**src/rtl/tpc_pkg.sv**
```systemverilog
package tpc_pkg;

    localparam int FREQ_W   = 22;
    localparam int SR_W     = 26;
    localparam int WORD_W   = 21;
    localparam int FT_W     = 10;
    localparam int NBANDS   = 9;
    localparam int NAGC     = 3;
    localparam int DIV_W    = 32;
    localparam int BIDX_W   = $clog2(NBANDS);
    localparam int AIDX_W   = $clog2(NAGC);
    localparam logic [DIV_W-1:0] REF_DEN  = 32'd20222;
    localparam logic [31:0]      FREQ_TOP = 32'd2150000;

    typedef struct packed {
        logic [BIDX_W-1:0] idx;
        logic [WORD_W-1:0] code;
        logic [2:0]        vco;
        logic [31:0]       lo;
        logic [31:0]       hi;
    } band_info_t;

    typedef struct packed {
        logic [WORD_W-1:0] vga;
        logic [WORD_W-1:0] vca;
        logic [FT_W-1:0]   ft;
    } agc_set_t;

    typedef enum logic [1:0] {
        ST_IDLE = 2'd0,
        ST_LOAD = 2'd1,
        ST_RUN  = 2'd2
    } calc_state_t;

    function automatic logic [31:0] band_lo(input int i);
        case (i)
            0: band_lo = 32'd950000;
            1: band_lo = 32'd1075000;
            2: band_lo = 32'd1178000;
            3: band_lo = 32'd1296000;
            4: band_lo = 32'd1432000;
            5: band_lo = 32'd1576000;
            6: band_lo = 32'd1718000;
            7: band_lo = 32'd1856000;
            default: band_lo = 32'd2036000;
        endcase
    endfunction

    function automatic logic [31:0] band_hi(input int i);
        if (i < NBANDS - 1) band_hi = band_lo(i + 1) - 32'd1;
        else                band_hi = FREQ_TOP;
    endfunction

    function automatic logic [WORD_W-1:0] band_code(input int i);
        if (i < 2) band_code = WORD_W'(21'h40 << i);
        else       band_code = WORD_W'(21'h200 | (21'h1 << (i - 2)));
    endfunction

    function automatic logic [2:0] band_vco(input int i);
        band_vco = (i < 2) ? 3'd4 : 3'd2;
    endfunction

    function automatic logic [31:0] sr_lo(input int k);
        case (k)
            0: sr_lo = 32'd1000000;
            1: sr_lo = 32'd5000000;
            default: sr_lo = 32'd15000000;
        endcase
    endfunction

    function automatic logic [31:0] sr_hi(input int k);
        case (k)
            0: sr_hi = 32'd4999999;
            1: sr_hi = 32'd14999999;
            default: sr_hi = 32'd45000000;
        endcase
    endfunction

    function automatic agc_set_t agc_entry(input int k);
        agc_set_t e;
        case (k)
            0: begin e.vga = 21'h0B01E0; e.vca = 21'h100E07; e.ft = 10'h27F; end
            1: begin e.vga = 21'h0B01E0; e.vca = 21'h100E1F; e.ft = 10'h317; end
            default: begin e.vga = 21'h0A0180; e.vca = 21'h100E3F; e.ft = 10'h145; end
        endcase
        return e;
    endfunction

    function automatic logic [WORD_W-1:0] pack_pll(input logic [1:0] pump,
                                                   input logic [8:0] n,
                                                   input logic [4:0] a);
        pack_pll = {2'b11, 2'b11, 1'b1, pump, n, a};
    endfunction

endpackage

```
**src/rtl/tpc_band_select.sv**
```systemverilog
module tpc_band_select
    import tpc_pkg::*;
(
    input  logic [FREQ_W-1:0] freq_khz,
    input  logic [3:0]        force_band,
    output band_info_t        band
);
    logic [NBANDS-1:0] hit;

    for (genvar g = 0; g < NBANDS; g++) begin : g_hit
        assign hit[g] = (32'(freq_khz) >= band_lo(g)) && (32'(freq_khz) <= band_hi(g));
    end

    logic [BIDX_W-1:0] sel;
    logic              forced;

    assign forced = (force_band >= 4'd1) && (force_band <= 4'(NBANDS));

    always_comb begin
        sel = '0;
        if (forced) begin
            sel = BIDX_W'(force_band - 4'd1);
        end else begin
            for (int i = 0; i < NBANDS; i++) begin
                if (hit[i]) sel = BIDX_W'(i);
            end
        end
    end

    always_comb begin
        band.idx  = sel;
        band.code = '0;
        band.vco  = '0;
        band.lo   = '0;
        band.hi   = '0;
        for (int i = 0; i < NBANDS; i++) begin
            if (sel == BIDX_W'(i)) begin
                band.code = band_code(i);
                band.vco  = band_vco(i);
                band.lo   = band_lo(i);
                band.hi   = band_hi(i);
            end
        end
    end

endmodule

```
**src/rtl/tpc_agc_select.sv**
```systemverilog
module tpc_agc_select
    import tpc_pkg::*;
(
    input  logic [SR_W-1:0] sym_rate,
    output agc_set_t        agc
);
    logic [NAGC-1:0] hit;

    for (genvar g = 0; g < NAGC; g++) begin : g_hit
        assign hit[g] = (32'(sym_rate) >= sr_lo(g)) && (32'(sym_rate) <= sr_hi(g));
    end

    always_comb begin
        agc = agc_entry(0);
        for (int k = 0; k < NAGC; k++) begin
            if (hit[k]) agc = agc_entry(k);
        end
    end

endmodule

```
**src/rtl/tpc_restoring_div.sv**
```systemverilog
module tpc_restoring_div #(
    parameter int W = 32
) (
    input  logic         clk,
    input  logic         rst,
    input  logic         start,
    input  logic [W-1:0] dividend,
    input  logic [W-1:0] divisor,
    output logic         busy,
    output logic         fin,
    output logic [W-1:0] quotient,
    output logic [W-1:0] remainder
);
    localparam int CNT_W = $clog2(W + 1);

    logic [W-1:0]     rem_q, quo_q, den_q;
    logic [CNT_W-1:0] cnt_q;
    logic [W:0]       trial;
    logic             take;

    assign trial = {rem_q, quo_q[W-1]};
    assign take  = trial >= {1'b0, den_q};

    always_ff @(posedge clk) begin
        if (rst) begin
            rem_q <= '0;
            quo_q <= '0;
            den_q <= '0;
            cnt_q <= '0;
            busy  <= 1'b0;
            fin   <= 1'b0;
        end else begin
            fin <= 1'b0;
            if (start && !busy) begin
                rem_q <= '0;
                quo_q <= dividend;
                den_q <= divisor;
                cnt_q <= CNT_W'(W);
                busy  <= 1'b1;
            end else if (busy) begin
                rem_q <= take ? W'(trial - {1'b0, den_q}) : trial[W-1:0];
                quo_q <= {quo_q[W-2:0], take};
                cnt_q <= cnt_q - 1'b1;
                if (cnt_q == CNT_W'(1)) begin
                    busy <= 1'b0;
                    fin  <= 1'b1;
                end
            end
        end
    end

    assign quotient  = quo_q;
    assign remainder = rem_q;

    AST_DIV_REM_BOUND: assert property (@(posedge clk) disable iff (rst)
        busy |-> (rem_q < den_q));
    AST_DIV_FIN_PULSE: assert property (@(posedge clk) disable iff (rst)
        fin |=> !fin);

endmodule

```
**src/rtl/tuner_word_calc.sv**
```systemverilog
module tuner_word_calc
    import tpc_pkg::*;
(
    input  logic              clk,
    input  logic              rst,
    input  logic              req_valid,
    output logic              req_ready,
    input  logic [FREQ_W-1:0] freq_khz,
    input  logic [SR_W-1:0]   sym_rate,
    input  logic [3:0]        force_band,
    output logic              done,
    output logic [WORD_W-1:0] band_word,
    output logic [WORD_W-1:0] pll_word,
    output logic [WORD_W-1:0] vca_word,
    output logic [WORD_W-1:0] vga_word,
    output logic [FT_W-1:0]   filt_tune
);
    calc_state_t       state_q;
    logic [FREQ_W-1:0] freq_q;
    logic [SR_W-1:0]   sr_q;
    logic [3:0]        force_q;

    band_info_t        band;
    agc_set_t          agc;

    tpc_band_select u_band (
        .freq_khz   (freq_q),
        .force_band (force_q),
        .band       (band)
    );

    tpc_agc_select u_agc (
        .sym_rate (sr_q),
        .agc      (agc)
    );

    logic [DIV_W-1:0] dividend;
    logic [DIV_W-1:0] quo, rem;
    logic             div_busy, div_fin, div_start;

    assign dividend  = 32'(freq_q) * 32'(band.vco) * 32'd10;
    assign div_start = (state_q == ST_LOAD);

    tpc_restoring_div #(.W(DIV_W)) u_div (
        .clk       (clk),
        .rst       (rst),
        .start     (div_start),
        .dividend  (dividend),
        .divisor   (REF_DEN),
        .busy      (div_busy),
        .fin       (div_fin),
        .quotient  (quo),
        .remainder (rem)
    );

    logic [4:0]  a_cnt;
    logic [8:0]  n_cnt;
    logic [31:0] midpoint;
    logic [1:0]  pump;

    assign a_cnt    = quo[4:0];
    assign n_cnt    = quo[13:5] + 9'(a_cnt == 5'd0);
    assign midpoint = (band.lo + band.hi) >> 1;
    assign pump     = (32'(freq_q) < midpoint) ? 2'd1 : 2'd2;

    always_ff @(posedge clk) begin
        if (rst) begin
            state_q   <= ST_IDLE;
            freq_q    <= '0;
            sr_q      <= '0;
            force_q   <= '0;
            done      <= 1'b0;
            band_word <= '0;
            pll_word  <= '0;
            vca_word  <= '0;
            vga_word  <= '0;
            filt_tune <= '0;
        end else begin
            done <= 1'b0;
            case (state_q)
                ST_IDLE: if (req_valid) begin
                    freq_q  <= freq_khz;
                    sr_q    <= sym_rate;
                    force_q <= force_band;
                    state_q <= ST_LOAD;
                end
                ST_LOAD: state_q <= ST_RUN;
                ST_RUN: if (div_fin) begin
                    band_word <= band.code;
                    pll_word  <= pack_pll(pump, n_cnt, a_cnt);
                    vca_word  <= agc.vca;
                    vga_word  <= agc.vga;
                    filt_tune <= agc.ft;
                    done      <= 1'b1;
                    state_q   <= ST_IDLE;
                end
                default: state_q <= ST_IDLE;
            endcase
        end
    end

    assign req_ready = (state_q == ST_IDLE);

    AST_DONE_PULSE: assert property (@(posedge clk) disable iff (rst)
        done |=> !done);
    AST_ACCEPT_BUSY: assert property (@(posedge clk) disable iff (rst)
        (req_valid && req_ready) |=> !req_ready);
    AST_BAND_ONEHOT: assert property (@(posedge clk) disable iff (rst)
        done |-> ($countones(band_word[8:0]) == 1));
    AST_PUMP_LEGAL: assert property (@(posedge clk) disable iff (rst)
        done |-> (pll_word[15:14] == 2'd1 || pll_word[15:14] == 2'd2));
    AST_FIXED_FIELDS: assert property (@(posedge clk) disable iff (rst)
        done |-> (pll_word[20:16] == 5'b11111));
    AST_FT_LEGAL: assert property (@(posedge clk) disable iff (rst)
        done |-> (filt_tune == 10'h27F || filt_tune == 10'h317 || filt_tune == 10'h145));
    AST_OUT_HOLD: assert property (@(posedge clk) disable iff (rst)
        !done |-> ($stable(pll_word) && $stable(band_word) && $stable(filt_tune)));

endmodule

```
**config.mk**
```make
export PLATFORM = sky130hd
export DESIGN_NAME = tuner_word_calc
export DESIGN_NICKNAME = d
export VERILOG_FILES = /design/src/rtl/tpc_pkg.sv /design/src/rtl/tpc_band_select.sv /design/src/rtl/tpc_agc_select.sv /design/src/rtl/tpc_restoring_div.sv /design/src/rtl/tuner_word_calc.sv
export SDC_FILE = /design/constraint.sdc
export NUM_CORES = 1
export LEC_CHECK = 0
export CORE_MARGIN = 5
export CORE_UTILIZATION = 40
export CTS_BUF_LIST = sky130_fd_sc_hd__clkbuf_8
export DETAILED_ROUTE_END_ITERATION = 8
export GPL_ROUTABILITY_DRIVEN = 0
export PLACE_DENSITY = 0.61
export SKIP_CTS_REPAIR_TIMING = 1
export SLEW_MARGIN = 30
export SYNTH_ARGS = -nofsm -noshare
export SYNTH_HDL_FRONTEND = slang
export SYNTH_SLANG_ARGS = --single-unit
export TNS_END_PERCENT = 100
```
**constraint.sdc**
```tcl
create_clock -name clk -period 8.15 [get_ports clk]
set_clock_uncertainty 0.05 [all_clocks]
set_input_delay 0.815 -clock clk [delete_from_list [all_inputs] [get_ports clk]]
set_output_delay 0.815 -clock clk [all_outputs]
set_load 0.05 [all_outputs]
```
==> flow_summary_export.csv, run 1 <==
group,metric,value,unit
power,peakVddDrop,110,uV
layout,area_delta_synth_final,13.0,%
synth,yosysTopAreaCellShare,25.1,%
timing,tightest_slew,932,ps
routing,drtIter0Drc,649,
synth,syn_area,0.0127,mm^2
layout,stdcell_count,2147,
timing,post-route-min-period,7640,ps
outcome,status,"finished, final reports clean",
clock_tree,clock_sinks,159,
clock_tree,root_buffer,"clkbuf_8",
clock_tree,cts_buffer_depth,2,
critical_path,cpPeakStageDelay,500,ps
floorplan,start_util,40.3,%
clock_tree,cts_tree,"done",
grt,grt.total_usage,17.6,%
routing,via_count,11700,
critical_path,r2r_slack,510,ps
worst_hold_path,min_delay_path_depth,2,
critical_path,reg2reg_to,"u_div.quotient[27]$_SDFFE_PP0P_",
worst_hold_path,hp-start,"band_word[1]$_SDFFE_PP0P_",
synth,synth-simple-area-share,23.9,%
routing,met2_length,14.2,mm
routing,vias_per_cell,5.43,
floorplan,die_y,188,um
timing,hold_viol,0,
power,combPwrFrac,52.6,%
power,finalPower,0.00310,W
synth,ys_async_sr_fraction,0,%
synth,synth_xor_area_share,6.90,%
placement,dp.cells,2117,
grt,grt_pass1_wl,52.9,mm
grt,grt_max_degree,112,
critical_path,critPathKind,"flop to flop",
timing,setup_viol,0,
synth,avgSynthCellArea,7.55,um^2
clock_tree,cts_buffers,17,
synth,synth-seq-area-share,25.1,%
critical_path,crit_slowest_cell,"fa_1",
layout,drive_gt1_share,5.10,%
power,switching_share,43.2,%
layout,antenna_cells,0,
grt,antenna_found_initial,0,
placement,placed_cell_area,0.0139,mm^2
floorplan,dieArea,0.0354,mm^2
routing,dr.pass1.iters,5,
synth,ys_warn_count,0,
critical_path,crit_path_end_kind,"flop",
grt,grt_pass1_vias,10800,
power,p_leak,5.98,nW
synth,ys.flop_type,"dfxtp_1",
synth,synth_compound_area_share,22.1,%
power,power.share.clock,19.2,%
worst_hold_path,min_path_type,"flop to flop",
synth,netlist-cell-type-count,76,
timing,whs,407,ps
timing,max_freq,131,MHz
critical_path,path_max_fanout,20,
synth,ys_seq_elements,159,
synth,synth_common_cells,"203 x nand2_1, 184 x a21oi_1, 161 x nor2_1",
power,p_per_area,216,mW/mm^2
critical_path,cp_data_arrival_time,7940,ps
power,p_int,0.00176,W
placement,hpwl,24.2,mm
clock_tree,clk_pin_slew,90,ps
synth,synthTopCellsByArea,"dfxtp_1 25%, ha_1 13%, a21oi_1 7.3%",
layout,nets,1924,
critical_path,critPathLaunchType,"flop",
synth,synth_edf_count,0,
floorplan,rows,65,
routing,wl_per_cell,15.0,um
synth,synth_cells,1680,
routing,wl_met3,1.48,mm
critical_path,r2r_start,"freq_q[13]$_SDFFE_PP0P_",
critical_path,r2r_cells,30,
worst_hold_path,hold_path_end,"band_word[1]$_SDFFE_PP0P_",
timing,period_share,93.7,%
grt,gr-total-overflow,0,
synth,synthMuxAreaShare,0.947,%
placement,numPortBuffers,112,
floorplan,io_pins,151,
clock_tree,htreeDepth,4,
critical_path,critical_path_required,8450,ps
routing,antenna_left,0,
synth,yosysMostFrequentCell,"nand2_1",
timing,maxSlewViolCount,0,
routing,drt-met1-wl,16.0,mm
floorplan,core,0.0315,mm^2
layout,final_area,0.0143,mm^2
clock_tree,clk_latency,500,ps
synth,synth_area_leader_cell,"dfxtp_1",
synth,synth_top_family_by_area,"simple AND/OR/NAND/NOR gates",
routing,drt_wl_total,32.2,mm
routing,drc_errors,0,
power,seqPwrFrac,28.2,%
timing,slew_headroom,37.2,%
floorplan,chipWidth,188,um
critical_path,cp_common_cell,"a211o_1",
run,cap_violations,0,
synth,synth_fa_ha_area_share,13.5,%
power,p_switching,0.00134,W
routing,top_layer_used,"met4",
-- sequential cells by signal, indices dropped and copies added (netlist names) --
| register | flops |
|---|---|
| band_word | 9 |
| force_q | 4 |
| u_div.den_q | 1 |
| pll_word | 16 |
| filt_tune | 3 |
| state_q | 2 |
| u_div.fin | 1 |
| u_div.cnt_q | 6 |
| u_div.busy | 1 |
| sr_q | 26 |
| u_div.quotient | 32 |
| vca_word | 3 |
| freq_q | 22 |
| done | 1 |
| u_div.remainder | 32 |
-- layout make-up --
| type | count | area (um^2) |
|---|---|---|
| clock buffer | 18 | 248 |
| clock inverter | 11 | 120 |
| fill | 3186 | 17100 |
| inverter | 42 | 158 |
| multi-input combinational | 1374 | 8780 |
| sequential | 159 | 3190 |
| tap | 402 | 503 |
| timing repair buffer | 141 | 1340 |
-- critical path: cells and delay by family, from the launching register on --
kind / cells / cell delay, ps
compound gates: 14 / 3280
xor+xnor: 2 / 320
fa+ha+maj: 3 / 1150
buf+inv: 2 / 420
flops: 1 / 410
simple gates: 9 / 1870
-- power groups by stage --
stage | combinational (W) | clock (W) | sequential (W)
5_1_grt | 0.00183 | 0.000644 | 0.000883
2_1_floorplan | 0.00127 | 0 | 0.000873
3_5_place_dp | 0.00160 | 0 | 0.000892
4_1_cts | 0.00162 | 0.000615 | 0.000874
3_3_place_gp | 0.00158 | 0 | 0.000891
6_report | 0.00163 | 0.000594 | 0.000875
-- worst max-delay path by stage --
stage	startpoint	end	slack, ps	cells after the start
detailed placement	freq_q[13]$_SDFFE_PP0P_	u_div.quotient[27]$_SDFFE_PP0P_	30	30
CTS	freq_q[13]$_SDFFE_PP0P_	u_div.quotient[27]$_SDFFE_PP0P_	-30	30
finish	freq_q[13]$_SDFFE_PP0P_	u_div.quotient[27]$_SDFFE_PP0P_	510	30
floorplan	freq_q[9]$_SDFFE_PP0P_	u_div.quotient[27]$_SDFFE_PP0P_	1000	30
global route	freq_q[13]$_SDFFE_PP0P_	u_div.quotient[27]$_SDFFE_PP0P_	-30	30
global placement	freq_q[13]$_SDFFE_PP0P_	u_div.quotient[27]$_SDFFE_PP0P_	140	30
-- through the flow --
step                      util (%)  TNS (ps)  setup WS [ps]
after floorplan                  -         0           1000
after global routing          45.6     -30.1          -30.1
after CTS                     45.3     -29.0          -29.0
final                         45.6         0            511
after detailed placement      44.1         0           30.7
after global placement        44.1         0            140
-- cells in the final DEF (no fill, tap or decap), types with 12 or more instances in the layout --
cell	instances
dfxtp_1	158
inv_1	43
ha_1	130
a211oi_1	34
buf_4	28
nor2_1	161
nor2b_1	35
nand2_1	203
nor4_1	20
xor2_1	41
xnor2_1	56
o21a_1	20
or3_1	16
mux2i_1	12
a21oi_1	183
conb_1	38
nand2b_1	22
and2_1	31
clkdlybuf4s50_1	111
nor3_1	31
nand3_1	42
a21o_1	31
o21ai_0	92
clkbuf_8	18
-- layer usage --
layer,GRT usage [%],vias to the layer above
met1,24.7,5350
li1,-,5973
met5,0,-
met3,3.11,33
met4,5.34,0
met2,27.7,297
-- cell families after synthesis --
kind of cell,after synthesis
multiplexers,12
AO/OA/AOI/OAI,458
flip-flops,159
buffers and inverters,184
adder cells (fa/ha/maj),135
AND/OR/NAND/NOR,631
XOR/XNOR,100
other,1
Power figures use the tool's default switching activity.
==> run 2: changes to the inputs <==
--- a/config.mk
+++ b/config.mk
@@ -11,6 +11,7 @@
 export DETAILED_ROUTE_END_ITERATION = 8
 export GPL_ROUTABILITY_DRIVEN = 0
 export PLACE_DENSITY = 0.61
+export RECOVER_POWER = 100
 export SKIP_CTS_REPAIR_TIMING = 1
 export SLEW_MARGIN = 30
 export SYNTH_ARGS = -nofsm -noshare
==> flow_summary_export.csv, run 2 (synthesized netlist as in run 1, its figures left out) <==
group,metric,value,unit
outcome,status,"finished, violations left",
outcome,violations,"max-capacitance violations, max-slew violations",
timing,whs,404,ps
routing,drt_wl_total,32.1,mm
floorplan,die_y,188,um
grt,met1_usage,24.7,%
placement,placed_cell_area,0.0139,mm^2
timing,setup_viol,0,
critical_path,critPathKind,"flop to flop",
floorplan,rows,65,
layout,drive_gt1_share,4.81,%
critical_path,crit_buf_inv,2,
grt,grt_pass1_vias,10800,
routing,dr.pass1.iters,5,
power,peakVddDrop,109,uV
grt,grtUsageMet2,27.7,%
grt,gr-total-overflow,0,
critical_path,crit_family,"compound AO/OA/AOI/OAI gates",
layout,area_delta_synth_final,12.9,%
worst_hold_path,min_path_type,"flop to flop",
critical_path,r2r_slack,480,ps
clock_tree,cts_tree,"done",
timing,slew_headroom,-71.8,%
critical_path,r2r_start,"freq_q[13]$_SDFFE_PP0P_",
critical_path,critPathLaunchType,"flop",
timing,max_freq,130,MHz
clock_tree,clk_latency,500,ps
clock_tree,root_buffer,"clkbuf_8",
floorplan,chipWidth,188,um
critical_path,r2r_cells,30,
critical_path,crit_path_end_kind,"flop",
layout,final_area,0.0143,mm^2
grt,antenna_found_initial,0,
layout,final_cell_mix,"203 x nand2_1, 184 x a21oi_1, 161 x nor2_1",
grt,grt_max_degree,112,
placement,dp.cells,2117,
routing,drtIter0Drc,696,
critical_path,cp_data_arrival_time,7970,ps
grt,busiest_layer,"met2",
floorplan,io_pins,151,
routing,antenna_left,0,
routing,wl_per_cell,15.0,um
placement,numPortBuffers,112,
critical_path,reg2reg_to,"u_div.quotient[27]$_SDFFE_PP0P_",
clock_tree,cts_buffer_depth,2,
critical_path,critical_path_required,8450,ps
grt,grt.total_usage,17.6,%
layout,nets,1924,
clock_tree,cts_buffers,17,
placement,hpwl,24.2,mm
layout,mostFrequentLayoutCell,"nand2_1",
layout,stdcell_count,2147,
run,cap_violations,1,
timing,tightest_slew,2580,ps
critical_path,path_max_fanout,20,
power,p_leak,6.11,nW
grt,grt_use_met3,3.11,%
floorplan,core,0.0315,mm^2
clock_tree,htreeDepth,4,
floorplan,dieArea,0.0354,mm^2
floorplan,start_util,40.3,%
clock_tree,clock_sinks,159,
routing,via_count,11700,
critical_path,cpPeakStageDelay,500,ps
power,finalPower,0.00310,W
timing,fin_tns_setup,0,ps
timing,post-route-min-period,7670,ps
critical_path,cp_common_cell,"a211o_1",
routing,drc_errors,0,
clock_tree,clk_pin_slew,90,ps
routing,vias_per_cell,5.44,
layout,antenna_cells,0,
timing,hold_viol,0,
timing,maxSlewViolCount,53,
worst_hold_path,min_delay_path_depth,2,
worst_hold_path,hp-start,"band_word[1]$_SDFFE_PP0P_",
critical_path,crit_slowest_cell,"fa_1",
timing,period_share,94.1,%
power,p_per_area,216,mW/mm^2
worst_hold_path,hold_path_end,"band_word[1]$_SDFFE_PP0P_",
grt,grt_pass1_wl,52.9,mm
## run 2: area by class of cell
| cell class | count | area [um^2] |
|---|---|---|
| tap | 402 | 503 |
| timing repair buffer | 141 | 1340 |
| clock inverter | 11 | 120 |
| multi-input combinational | 1374 | 8770 |
| clock buffer | 18 | 248 |
| fill | 3188 | 17100 |
| sequential | 159 | 3190 |
| inverter | 42 | 158 |
## run 2: stage by stage
step           utilization (%)  setup slack [ps]
2_1_floorplan                -              1000
3_3_place_gp              44.1               140
3_5_place_dp              44.1              30.7
4_1_cts                   45.3             -29.0
5_1_grt                   45.5             -31.8
6_report                  45.5               484
## run 2: worst max-delay path by stage
| stage | to | start | depth (start not counted) | slack (ps) |
|---|---|---|---|---|
| 4_1_cts | u_div.quotient[27]$_SDFFE_PP0P_ | freq_q[13]$_SDFFE_PP0P_ | 30 | -30 |
| 5_1_grt | u_div.quotient[25]$_SDFFE_PP0P_ | freq_q[13]$_SDFFE_PP0P_ | 30 | -30 |
| 6_report | u_div.quotient[27]$_SDFFE_PP0P_ | freq_q[13]$_SDFFE_PP0P_ | 30 | 480 |
| 3_3_place_gp | u_div.quotient[27]$_SDFFE_PP0P_ | freq_q[13]$_SDFFE_PP0P_ | 30 | 140 |
| 3_5_place_dp | u_div.quotient[27]$_SDFFE_PP0P_ | freq_q[13]$_SDFFE_PP0P_ | 30 | 30 |
| 2_1_floorplan | u_div.quotient[27]$_SDFFE_PP0P_ | freq_q[9]$_SDFFE_PP0P_ | 30 | 1000 |
## run 2: worst min-delay path, cell delays in order (launching register included)
cell,delay [ps]
dfxtp_1,310
nand2_1,50
a21oi_1,50
## run 2: per-layer routing
layer  up-vias  wire (um)
li1       5981          -
met1      5389      15900
met2       272      14100
met3        35       1460
met4         0        620
met5         -          0
## run 2: report_power, final
| group | total, W | switching (W) | internal, W |
|---|---|---|---|
| Clock | 0.000594 | 0.000319 | 0.000274 |
| Sequential | 0.000875 | 0.0000527 | 0.000822 |
| Combinational | 0.00163 | 0.000965 | 0.000667 |
| Total | 0.00310 | 0.00134 | 0.00176 |
